## src/rtl/tmr_pkg.sv

```systemverilog
package tmr_pkg;
  typedef enum logic [1:0] {
    SRC_OFF   = 2'd0,
    SRC_DIV   = 2'd1,
    SRC_PIN   = 2'd2,
    SRC_CHAIN = 2'd3
  } tmr_src_e;

  localparam int ADDR_W = 3;
  localparam logic [ADDR_W-1:0] A_CNT_A = 3'd0;
  localparam logic [ADDR_W-1:0] A_RLD_A = 3'd1;
  localparam logic [ADDR_W-1:0] A_CNT_B = 3'd2;
  localparam logic [ADDR_W-1:0] A_RLD_B = 3'd3;
  localparam logic [ADDR_W-1:0] A_CTRL  = 3'd4;
endpackage

```

## src/rtl/tmr_prescale.sv

```systemverilog
module tmr_prescale #(
  parameter int NCH    = 2,
  parameter int RATE_W = 3
) (
  input  logic                         clk,
  input  logic                         rst_n,
  input  logic [NCH-1:0][RATE_W-1:0]   rate_i,
  output logic [NCH-1:0]               tick_o
);
  localparam int PSC_W = 1 << RATE_W;

  logic [PSC_W-1:0] psc_q, psc_d;

  always_comb psc_d = psc_q + 1'b1;

  always_ff @(posedge clk or negedge rst_n) begin
    if (!rst_n) psc_q <= '0;
    else        psc_q <= psc_d;
  end

  for (genvar c = 0; c < NCH; c++) begin : g_ch
    logic [PSC_W-1:0] mask;
    for (genvar b = 0; b < PSC_W; b++) begin : g_bit
      assign mask[b] = (int'(rate_i[c]) >= b);
    end
    assign tick_o[c] = ((psc_q & mask) == mask);
  end
endmodule

```

## src/rtl/tmr_edge.sv

```systemverilog
module tmr_edge #(
  parameter int STAGES = 2
) (
  input  logic clk,
  input  logic rst_n,
  input  logic pin_i,
  output logic rise_o
);
  logic [STAGES:0] sr_q, sr_d;

  always_comb sr_d = {sr_q[STAGES-1:0], pin_i};

  always_ff @(posedge clk or negedge rst_n) begin
    if (!rst_n) sr_q <= '0;
    else        sr_q <= sr_d;
  end

  assign rise_o = sr_q[STAGES-1] & ~sr_q[STAGES];
endmodule

```

## src/rtl/tmr_count.sv

```systemverilog
module tmr_count #(
  parameter int W = 16
) (
  input  logic         clk,
  input  logic         rst_n,
  input  logic         wr_i,
  input  logic [W-1:0] wdata_i,
  input  logic         tick_i,
  input  logic [W-1:0] rld_i,
  output logic [W-1:0] cnt_o,
  output logic         uf_o
);
  logic [W-1:0] cnt_q, cnt_d;
  logic         at_zero;

  assign at_zero = (cnt_q == '0);

  always_comb begin
    cnt_d = cnt_q;
    uf_o  = 1'b0;
    if (wr_i) begin
      cnt_d = wdata_i;
    end else if (tick_i) begin
      if (at_zero) begin
        cnt_d = rld_i;
        uf_o  = 1'b1;
      end else begin
        cnt_d = cnt_q - 1'b1;
      end
    end
  end

  always_ff @(posedge clk or negedge rst_n) begin
    if (!rst_n) cnt_q <= '0;
    else        cnt_q <= cnt_d;
  end

  assign cnt_o = cnt_q;
endmodule

```

## src/rtl/tmr_pair.sv

```systemverilog
module tmr_pair
  import tmr_pkg::*;
#(
  parameter int CNT_W  = 16,
  parameter int RATE_W = 3,
  parameter int SYNC_N = 2
) (
  input  logic              clk,
  input  logic              rst_n,
  input  logic              pin_a,
  input  logic              pin_b,
  input  logic              wr_en,
  input  logic [ADDR_W-1:0] wr_addr,
  input  logic [CNT_W-1:0]  wr_data,
  input  logic [ADDR_W-1:0] rd_addr,
  output logic [CNT_W-1:0]  rd_data,
  output logic              uf_a,
  output logic              uf_b
);
  localparam int FLD_W  = RATE_W + 2;
  localparam int CTRL_W = 2 * FLD_W;

  logic [CNT_W-1:0]  rld_a, rld_b, rld_a_d, rld_b_d;
  logic [CTRL_W-1:0] ctrl_q, ctrl_d;
  logic [CNT_W-1:0]  cnt_a, cnt_b;
  logic              wr_cnt_a, wr_cnt_b;
  tmr_src_e          src_a, src_b;
  logic [1:0][RATE_W-1:0] rate;
  logic [1:0]        div_tick, pin_rise, pins;
  logic              tick_a, tick_b;

  assign wr_cnt_a = wr_en && (wr_addr == A_CNT_A);
  assign wr_cnt_b = wr_en && (wr_addr == A_CNT_B);

  always_comb begin
    rld_a_d = rld_a;
    rld_b_d = rld_b;
    ctrl_d  = ctrl_q;
    if (wr_en) begin
      unique case (wr_addr)
        A_RLD_A: rld_a_d = wr_data;
        A_RLD_B: rld_b_d = wr_data;
        A_CTRL:  ctrl_d  = wr_data[CTRL_W-1:0];
        default: ;
      endcase
    end
  end

  always_ff @(posedge clk or negedge rst_n) begin
    if (!rst_n) begin
      rld_a  <= '0;
      rld_b  <= '0;
      ctrl_q <= '0;
    end else begin
      rld_a  <= rld_a_d;
      rld_b  <= rld_b_d;
      ctrl_q <= ctrl_d;
    end
  end

  assign rate[0] = ctrl_q[RATE_W-1:0];
  assign src_a   = tmr_src_e'(ctrl_q[FLD_W-1:RATE_W]);
  assign rate[1] = ctrl_q[FLD_W+RATE_W-1:FLD_W];
  assign src_b   = tmr_src_e'(ctrl_q[CTRL_W-1:FLD_W+RATE_W]);

  tmr_prescale #(.NCH(2), .RATE_W(RATE_W)) u_psc (
    .clk(clk), .rst_n(rst_n), .rate_i(rate), .tick_o(div_tick)
  );

  assign pins = {pin_b, pin_a};
  for (genvar i = 0; i < 2; i++) begin : g_pin
    tmr_edge #(.STAGES(SYNC_N)) u_edge (
      .clk(clk), .rst_n(rst_n), .pin_i(pins[i]), .rise_o(pin_rise[i])
    );
  end

  always_comb begin
    unique case (src_b)
      SRC_DIV: tick_b = div_tick[1];
      SRC_PIN: tick_b = pin_rise[1];
      default: tick_b = 1'b0;
    endcase
  end

  tmr_count #(.W(CNT_W)) u_cnt_b (
    .clk(clk), .rst_n(rst_n), .wr_i(wr_cnt_b), .wdata_i(wr_data),
    .tick_i(tick_b), .rld_i(rld_b), .cnt_o(cnt_b), .uf_o(uf_b)
  );

  always_comb begin
    unique case (src_a)
      SRC_DIV:   tick_a = div_tick[0];
      SRC_PIN:   tick_a = pin_rise[0];
      SRC_CHAIN: tick_a = uf_b;
      default:   tick_a = 1'b0;
    endcase
  end

  tmr_count #(.W(CNT_W)) u_cnt_a (
    .clk(clk), .rst_n(rst_n), .wr_i(wr_cnt_a), .wdata_i(wr_data),
    .tick_i(tick_a), .rld_i(rld_a), .cnt_o(cnt_a), .uf_o(uf_a)
  );

  always_comb begin
    unique case (rd_addr)
      A_CNT_A: rd_data = cnt_a;
      A_RLD_A: rd_data = rld_a;
      A_CNT_B: rd_data = cnt_b;
      A_RLD_B: rd_data = rld_b;
      A_CTRL:  rd_data = CNT_W'(ctrl_q);
      default: rd_data = '0;
    endcase
  end
endmodule

```

## config.mk

```make
export PLATFORM = sky130hd
export DESIGN_NAME = tmr_pair
export DESIGN_NICKNAME = d
export VERILOG_FILES = /design/src/rtl/tmr_pkg.sv /design/src/rtl/tmr_prescale.sv /design/src/rtl/tmr_edge.sv /design/src/rtl/tmr_count.sv /design/src/rtl/tmr_pair.sv
export SDC_FILE = /design/constraint.sdc
export NUM_CORES = 1
export LEC_CHECK = 0
export BUFFER_PORTS_ARGS = -buffer_cell sky130_fd_sc_hd__buf_2
export CAP_MARGIN = 20
export CORE_MARGIN = 2
export CORE_UTILIZATION = 37
export CTS_BUF_LIST = sky130_fd_sc_hd__clkbuf_8
export DETAILED_ROUTE_END_ITERATION = 12
export GPL_TIMING_DRIVEN = 0
export PLACE_DENSITY = 0.65
export SETUP_SLACK_MARGIN = 0.15
export SYNTH_ARGS = -nofsm -noshare
export SYNTH_HDL_FRONTEND = slang
export SYNTH_SLANG_ARGS = --single-unit
```

## constraint.sdc

```tcl
create_clock -name clk -period 5.1 [get_ports clk]
set_clock_uncertainty 0.15 [all_clocks]
set_input_delay 0.765 -clock clk [delete_from_list [all_inputs] [get_ports clk]]
set_output_delay 0.765 -clock clk [all_outputs]
set_load 0.01 [all_outputs]
```

==> flow_metrics.py, run 1 <==
metrics = {
    "logic_synthesis": {
        "yosys_warnings": 0,
        "ys_ff_latch": 88,
        "syn_avg_cell_area_um2": 9.49,
        "async_reset_ff_share_pct": 100,
        "yosys.area.top_type": "dfrtp_1",
        "synth_seq_area_share_pct": 42.7,
        "synth.area.top_cells": "dfrtp_1 (43%), mux2_2 (9.6%), nand2_1 (4.3%)",
        "synth-edff-count": 0,
        "yosysUniqueCellTypes": 56,
        "synth_top_flop_cell": "dfrtp_1",
        "synth_fp_nets": 577,
        "synth.top_cell.area_share_pct": 42.7,
        "netlist_instances": 543,
        "syn_area_um2": 5150,
    },
    "critical_path": {
        "critPathKind": "reg2out",
        "start_kind": "register",
        "critPathMaxStageDelay_ps": 480,
        "end_kind": "output port",
        "r2r_start": "u_cnt_a.cnt_o[3]$_DFFE_PN0P_",
        "crit_family": "simple AND/OR/NAND/NOR gates",
        "crit_slowest_cell": "dfrtp_1",
        "crit_end": "uf_a",
        "path_depth": 7,
        "crit_fanout": 10,
        "worstPathCellList": "nor4_4 -> nand3_2 -> or2_1 -> o41a_1 -> buf_2 -> nor3_1 -> buf_2",
        "cp.buffers_inverters": 2,
        "rrSetupSlack_ps": 2210,
        "crit_start": "u_cnt_b.cnt_o[3]$_DFFE_PN0P_",
        "reg2reg_to": "u_cnt_a.cnt_o[9]$_DFFE_PN0P_",
        "cp.required_ps": 4180,
        "r2r_cells": 8,
        "path_common_cell": "buf_2",
        "crit_arrival_ps": 2930,
    },
    "layout": {
        "syn_to_final_growth_pct": 12.7,
        "fin_nets": 632,
        "drive_gt1_share_pct": 19.2,
        "fin_cells": 783,
        "antennaDiodeCount": 0,
        "utilization_pct": 42.3,
        "mostFrequentLayoutCell": "dfrtp_1",
        "n_fill_cell": 1361,
        "layout_common_cells": "dfrtp_1 (88), nand2_1 (59), nor2_1 (45), mux2_2 (44), buf_2 (44)",
    },
    "floorplan": {
        "die_area_um2": 14900,
        "pin_count": 45,
        "num_rows": 43,
        "die_h_um": 122,
        "fp.dieW_um": 122,
        "start_util_pct": 37.6,
        "coreArea_um2": 13700,
    },
    "timing": {
        "worst_pin_slew_ps": 837,
        "timing.final.crit_share_pct": 75.4,
        "max_freq_mhz": 260,
        "tns_ps": 0,
        "slew_violations": 0,
        "rsz0062_at_grt": "false",
        "setup_ws_ps": 1250,
        "slew_headroom_pct": 44.2,
        "final-setup-viol-count": 0,
        "hold_viol_final": 0,
        "finalCriticalPeriod_ps": 3850,
    },
    "global_routing": {
        "grt_overflow": 0,
        "antenna_found_initial": 0,
        "grt_first_pass_wirelength_um": 23600,
        "track_usage_pct": 21.0,
        "grt_max_degree": 67,
        "grt_pass1_vias": 4212,
    },
    "power": {
        "power_leakage_nw": 2.41,
        "power_mw": 2.39,
        "power_density_nw_per_um2": 412,
        "ir_drop_uv": 193,
    },
    "clock_network": {
        "post_cts_resized": 0,
        "post_cts_buffers": 0,
        "cts_hold_buf": 0,
        "cts_buffers": 9,
        "root_buffer": "clkbuf_8",
        "h-tree-depth": 3,
        "clkSlewWorstSetupHoldPaths_ps": 90,
        "clk_latency_ps": 370,
        "cts_buffer_depth": 2,
        "cts.sinks": 88,
        "cts_tree": "built",
    },
    "place": {
        "place_inst": 767,
        "io_buffers": 43,
        "place_ws_ps": 1560,
        "place_congestion": 0.910,
        "dp_hpwl_um": 11000,
    },
    "job": {
        "maxCapViolCount": 0,
    },
    "detailed_routing": {
        "vias_per_cell": 5.76,
        "drtIter0Drc": 457,
        "dr.pass1.iters": 5,
        "drtAntennaViolNets": 0,
        "wl_um": 14900,
        "routed-via-count": 4507,
        "drc": 0,
        "wl_per_cell_um": 19.0,
    },
    "min_path": {
        "hold_path_class": "in2async",
    },
    "status": {
        "status": "completed",
    },
}
[cell families after synthesis]
logic type                 after synthesis  synth area share, %
DFF                                     88                 42.7
AOI/OAI and AO/OA                      146                 17.6
buffers and inverters                   45                 3.47
muxes                                   63                 14.8
adders and majority gates                7                 1.70
xor gates and xnor gates                17                 2.89
and+or+nand+nor                        177                 16.9
[through the flow]
stage               area, um^2  hold WS, ps
floorplan                 5150          181
global placement          5590          183
detailed placement        5620          190
CTS                       5810          142
global route              5810          147
finish                    5810          139
[worst reg2reg max path, stage by stage, from the launching register on]
cell and delay, ps:
dfrtp_1 370, clkbuf_1 180, nor4_1 550, nor4bb_1 500, nand2b_1 210, clkbuf_1 310, mux2i_1 230, o21bai_1 80
a31o_1 200
[layout make-up]
class / count / area (um^2) / area share (%)
Buffer: 30 / 123 / 2.11
Sequential cell: 88 / 2200 / 37.9
Timing Repair Buffer: 44 / 245 / 4.22
Inverter: 15 / 56.3 / 0.970
Clock buffer: 10 / 138 / 2.37
Multi-Input combinational cell: 410 / 2770 / 47.7
Tap cell: 180 / 225 / 3.88
Clock inverter: 6 / 45.0 / 0.776
[metal layers]
metal	global-route usage [%]	up-vias	routed length (um)
met2	32.0	165	6830
li1	-	2101	-
met1	30.3	2224	6830
met3	4.17	17	950
met5	0	-	0
met4	6.03	0	280
[Yosys cell counts (2+ instances only)]
master	count
nand4_1	2
a21boi_0	2
a211oi_1	9
o21ai_1	22
inv_1	15
xor2_1	4
o22ai_1	15
mux2_2	44
nor2_1	45
nand3_1	11
nor3_1	12
clkbuf_1	24
or3_1	7
and3_1	4
a22oi_1	21
nor2b_1	10
nand3b_1	4
a31oi_1	6
buf_2	2
o21bai_1	2
o31ai_1	2
ha_1	7
o21ai_0	30
a311oi_1	2
buf_1	3
a21oi_1	23
mux4_2	6
nor4_1	6
nand2_1	59
dfrtp_1	88
nand2b_1	5
xnor2_1	13
or4_1	3
mux2i_1	13
[how the worst min path moves through the flow]
stage / start / endpoint / slack (ps)
2_1_floorplan: g_pin[0].u_edge.sr_q[0]$_DFF_PN0_ / g_pin[0].u_edge.sr_q[1]$_DFF_PN0_ / 180
6_report: rst_n / rld_a[14]$_DFFE_PN0P_ / 140
4_1_cts: rst_n / rld_a[14]$_DFFE_PN0P_ / 140
3_3_place_gp: g_pin[0].u_edge.sr_q[0]$_DFF_PN0_ / g_pin[0].u_edge.sr_q[1]$_DFF_PN0_ / 180
3_5_place_dp: g_pin[1].u_edge.sr_q[0]$_DFF_PN0_ / g_pin[1].u_edge.sr_q[1]$_DFF_PN0_ / 190
5_1_grt: rst_n / rld_a[14]$_DFFE_PN0P_ / 150
[power by group]
part           internal, mW  switching [mW]  total, mW
Combinational         0.395           0.432      0.827
Sequential            0.877           0.233       1.11
Clock                 0.192           0.262      0.454
[flip-flops by register name, summed over array words and instances, names as in the netlist]
register / count
rld_b: 16
u_cnt_a.cnt_o: 16
ctrl_q: 10
u_psc.psc_q: 8
u_cnt_b.cnt_o: 16
rld_a: 16
g_pin.u_edge.sr_q: 6
No activity file was read; power rests on OpenSTA's default activity.
==> run 2: changes to the inputs <==
--- a/config.mk
+++ b/config.mk
@@ -12,7 +12,7 @@
 export CTS_BUF_LIST = sky130_fd_sc_hd__clkbuf_8
 export DETAILED_ROUTE_END_ITERATION = 12
 export GPL_TIMING_DRIVEN = 0
-export PLACE_DENSITY = 0.65
+export PLACE_DENSITY = 0.67
 export SETUP_SLACK_MARGIN = 0.15
 export SYNTH_ARGS = -nofsm -noshare
 export SYNTH_HDL_FRONTEND = slang
==> constraint.sdc (replaced) <==
create_clock -name clk -period 3.5 [get_ports clk]
set_clock_uncertainty 0.15 [all_clocks]
set_input_delay 0.525 -clock clk [delete_from_list [all_inputs] [get_ports clk]]
set_output_delay 0.525 -clock clk [all_outputs]
set_load 0.01 [all_outputs]
==> flow_metrics.py, run 2 (same netlist as run 1, synthesis figures left out) <==
metrics = {
    "layout": {
        "regArea_um2": 2200,
        "utilization_pct": 43.2,
        "layout_common_cells": "dfrtp_1 (87), nand2_1 (59), nor2_1 (45), mux2_2 (44), buf_2 (43)",
        "antennaDiodeCount": 0,
        "fin_nets": 635,
        "drive_gt1_share_pct": 21.6,
        "n_fill_cell": 1354,
        "multi_input_area_um2": 2840,
        "mostFrequentLayoutCell": "dfrtp_1",
        "syn_to_final_growth_pct": 15.0,
    },
    "floorplan": {
        "fp.dieW_um": 122,
        "coreArea_um2": 13700,
        "die_h_um": 122,
        "start_util_pct": 37.6,
        "pin_count": 45,
        "die_area_um2": 14900,
        "num_rows": 43,
    },
    "min_path": {
        "hold_path_class": "in2async",
    },
    "critical_path": {
        "critPathMaxStageDelay_ps": 470,
        "r2r_cells": 7,
        "start_kind": "register",
        "crit_fanout": 10,
        "crit_arrival_ps": 2600,
        "cp.required_ps": 2820,
        "rrSetupSlack_ps": 690,
        "critPathKind": "reg2out",
        "worstPathCellList": "nor4_4 -> nand3_2 -> or2_4 -> o41a_1 -> buf_4 -> nor3_1 -> buf_2",
        "end_kind": "output port",
        "crit_slowest_cell": "dfrtp_2",
    },
    "power": {
        "swShare_pct": 38.4,
        "power_density_nw_per_um2": 611,
        "p_comb_share_pct": 34.6,
        "pwr-share-clk_pct": 20.4,
        "power_switching_mw": 1.39,
        "p_int_mw": 2.23,
        "power_leakage_nw": 2.46,
        "p_seq_share_pct": 45.0,
        "ir_drop_uv": 267,
    },
    "timing": {
        "timing.final.crit_share_pct": 93.5,
        "worst_pin_slew_ps": 832,
        "finalCriticalPeriod_ps": 3270,
        "slew_headroom_pct": 44.3,
        "tns_ps": 0,
        "rsz0062_at_grt": "false",
        "slew_violations": 0,
        "max_freq_mhz": 306,
        "hold_viol_final": 0,
        "final-setup-viol-count": 0,
    },
    "detailed_routing": {
        "routed-via-count": 4526,
        "vias_per_cell": 5.76,
        "wl_um": 15000,
        "drtIter0Drc": 480,
        "dr.pass1.iters": 6,
        "drc": 0,
        "drtAntennaViolNets": 0,
        "wl_per_cell_um": 19.0,
    },
    "global_routing": {
        "grt_overflow": 0,
        "antenna_found_initial": 0,
        "track_usage_pct": 21.2,
        "grt_pass1_vias": 4479,
        "grt_first_pass_wirelength_um": 24100,
        "grt_max_degree": 46,
    },
    "place": {
        "dp_hpwl_um": 11000,
        "place_congestion": 0.913,
        "io_buffers": 43,
    },
    "clock_network": {
        "cts_tree": "built",
        "root_buffer": "clkbuf_8",
        "cts_buffer_depth": 2,
        "clkSlewWorstSetupHoldPaths_ps": 90,
        "h-tree-depth": 3,
        "cts.sinks": 88,
        "clk_latency_ps": 370,
        "cts_buffers": 9,
    },
    "status": {
        "status": "completed",
    },
    "job": {
        "maxCapViolCount": 0,
    },
}
## run 2: per-stage QoR
step           cell area [um^2]  total power [mW]  cells  hold WS [ps]  setup slack [ps]
2_1_floorplan              5150              2.43    543          79.4               644
3_3_place_gp               5590              2.77    766           183               356
3_5_place_dp               5620              2.82    767           186               364
4_1_cts                    5870              3.59    784          35.9               153
5_1_grt                    5920              3.86    786          55.0               142
6_report                   5920              3.62    786          12.9               228
## run 2: layout make-up
type,count,area share (%)
timing repair buffer,47,4.52
clock buffer,10,2.32
inverter,15,0.951
sequential,88,37.2
buffer,30,2.13
multi-input combinational,410,47.9
tap,180,3.80
clock inverter,6,1.16
## run 2: power groups by stage
stage,clock [mW],combinational [mW],sequential [mW]
floorplan,0,0.908,1.52
global placement,0,1.16,1.61
detailed placement,0,1.19,1.63
CTS,0.757,1.22,1.61
global route,0.802,1.39,1.67
finish,0.738,1.25,1.63
## run 2: worst paths after layout
check / start / end
min in group clk: pin_b / g_pin[1].u_edge.sr_q[0]$_DFF_PN0_
min reg2reg: g_pin[1].u_edge.sr_q[0]$_DFF_PN0_ / g_pin[1].u_edge.sr_q[1]$_DFF_PN0_
max in group asynchronous: rst_n / rld_b[8]$_DFFE_PN0P_
max: u_cnt_b.cnt_o[3]$_DFFE_PN0P_ / uf_a
max reg2reg: u_cnt_a.cnt_o[6]$_DFFE_PN0P_ / u_cnt_a.cnt_o[6]$_DFFE_PN0P_
min: rst_n / u_cnt_a.cnt_o[12]$_DFFE_PN0P_
## run 2: per-layer routing
layer,GRT usage [%],routed length (um)
met5,0,0
met4,7.33,381
met3,4.82,1170
met2,31.7,6840
met1,30.3,6580
## run 2: worst max-delay path, delay by kind of cell, from the launching register on
kind | cells | cell delay [ps]
DFF | 1 | 470
buffers and inverters | 2 | 380
AOI/OAI and AO/OA | 1 | 450
and+or+nand+nor | 4 | 930
## run 2: timing repair
action,4_1_cts,5_1_grt
pin swaps,1,3
buffers inserted,1,2
gates resized for setup,6,9
setup endpoints to repair,1,1
hold buffers,0,0
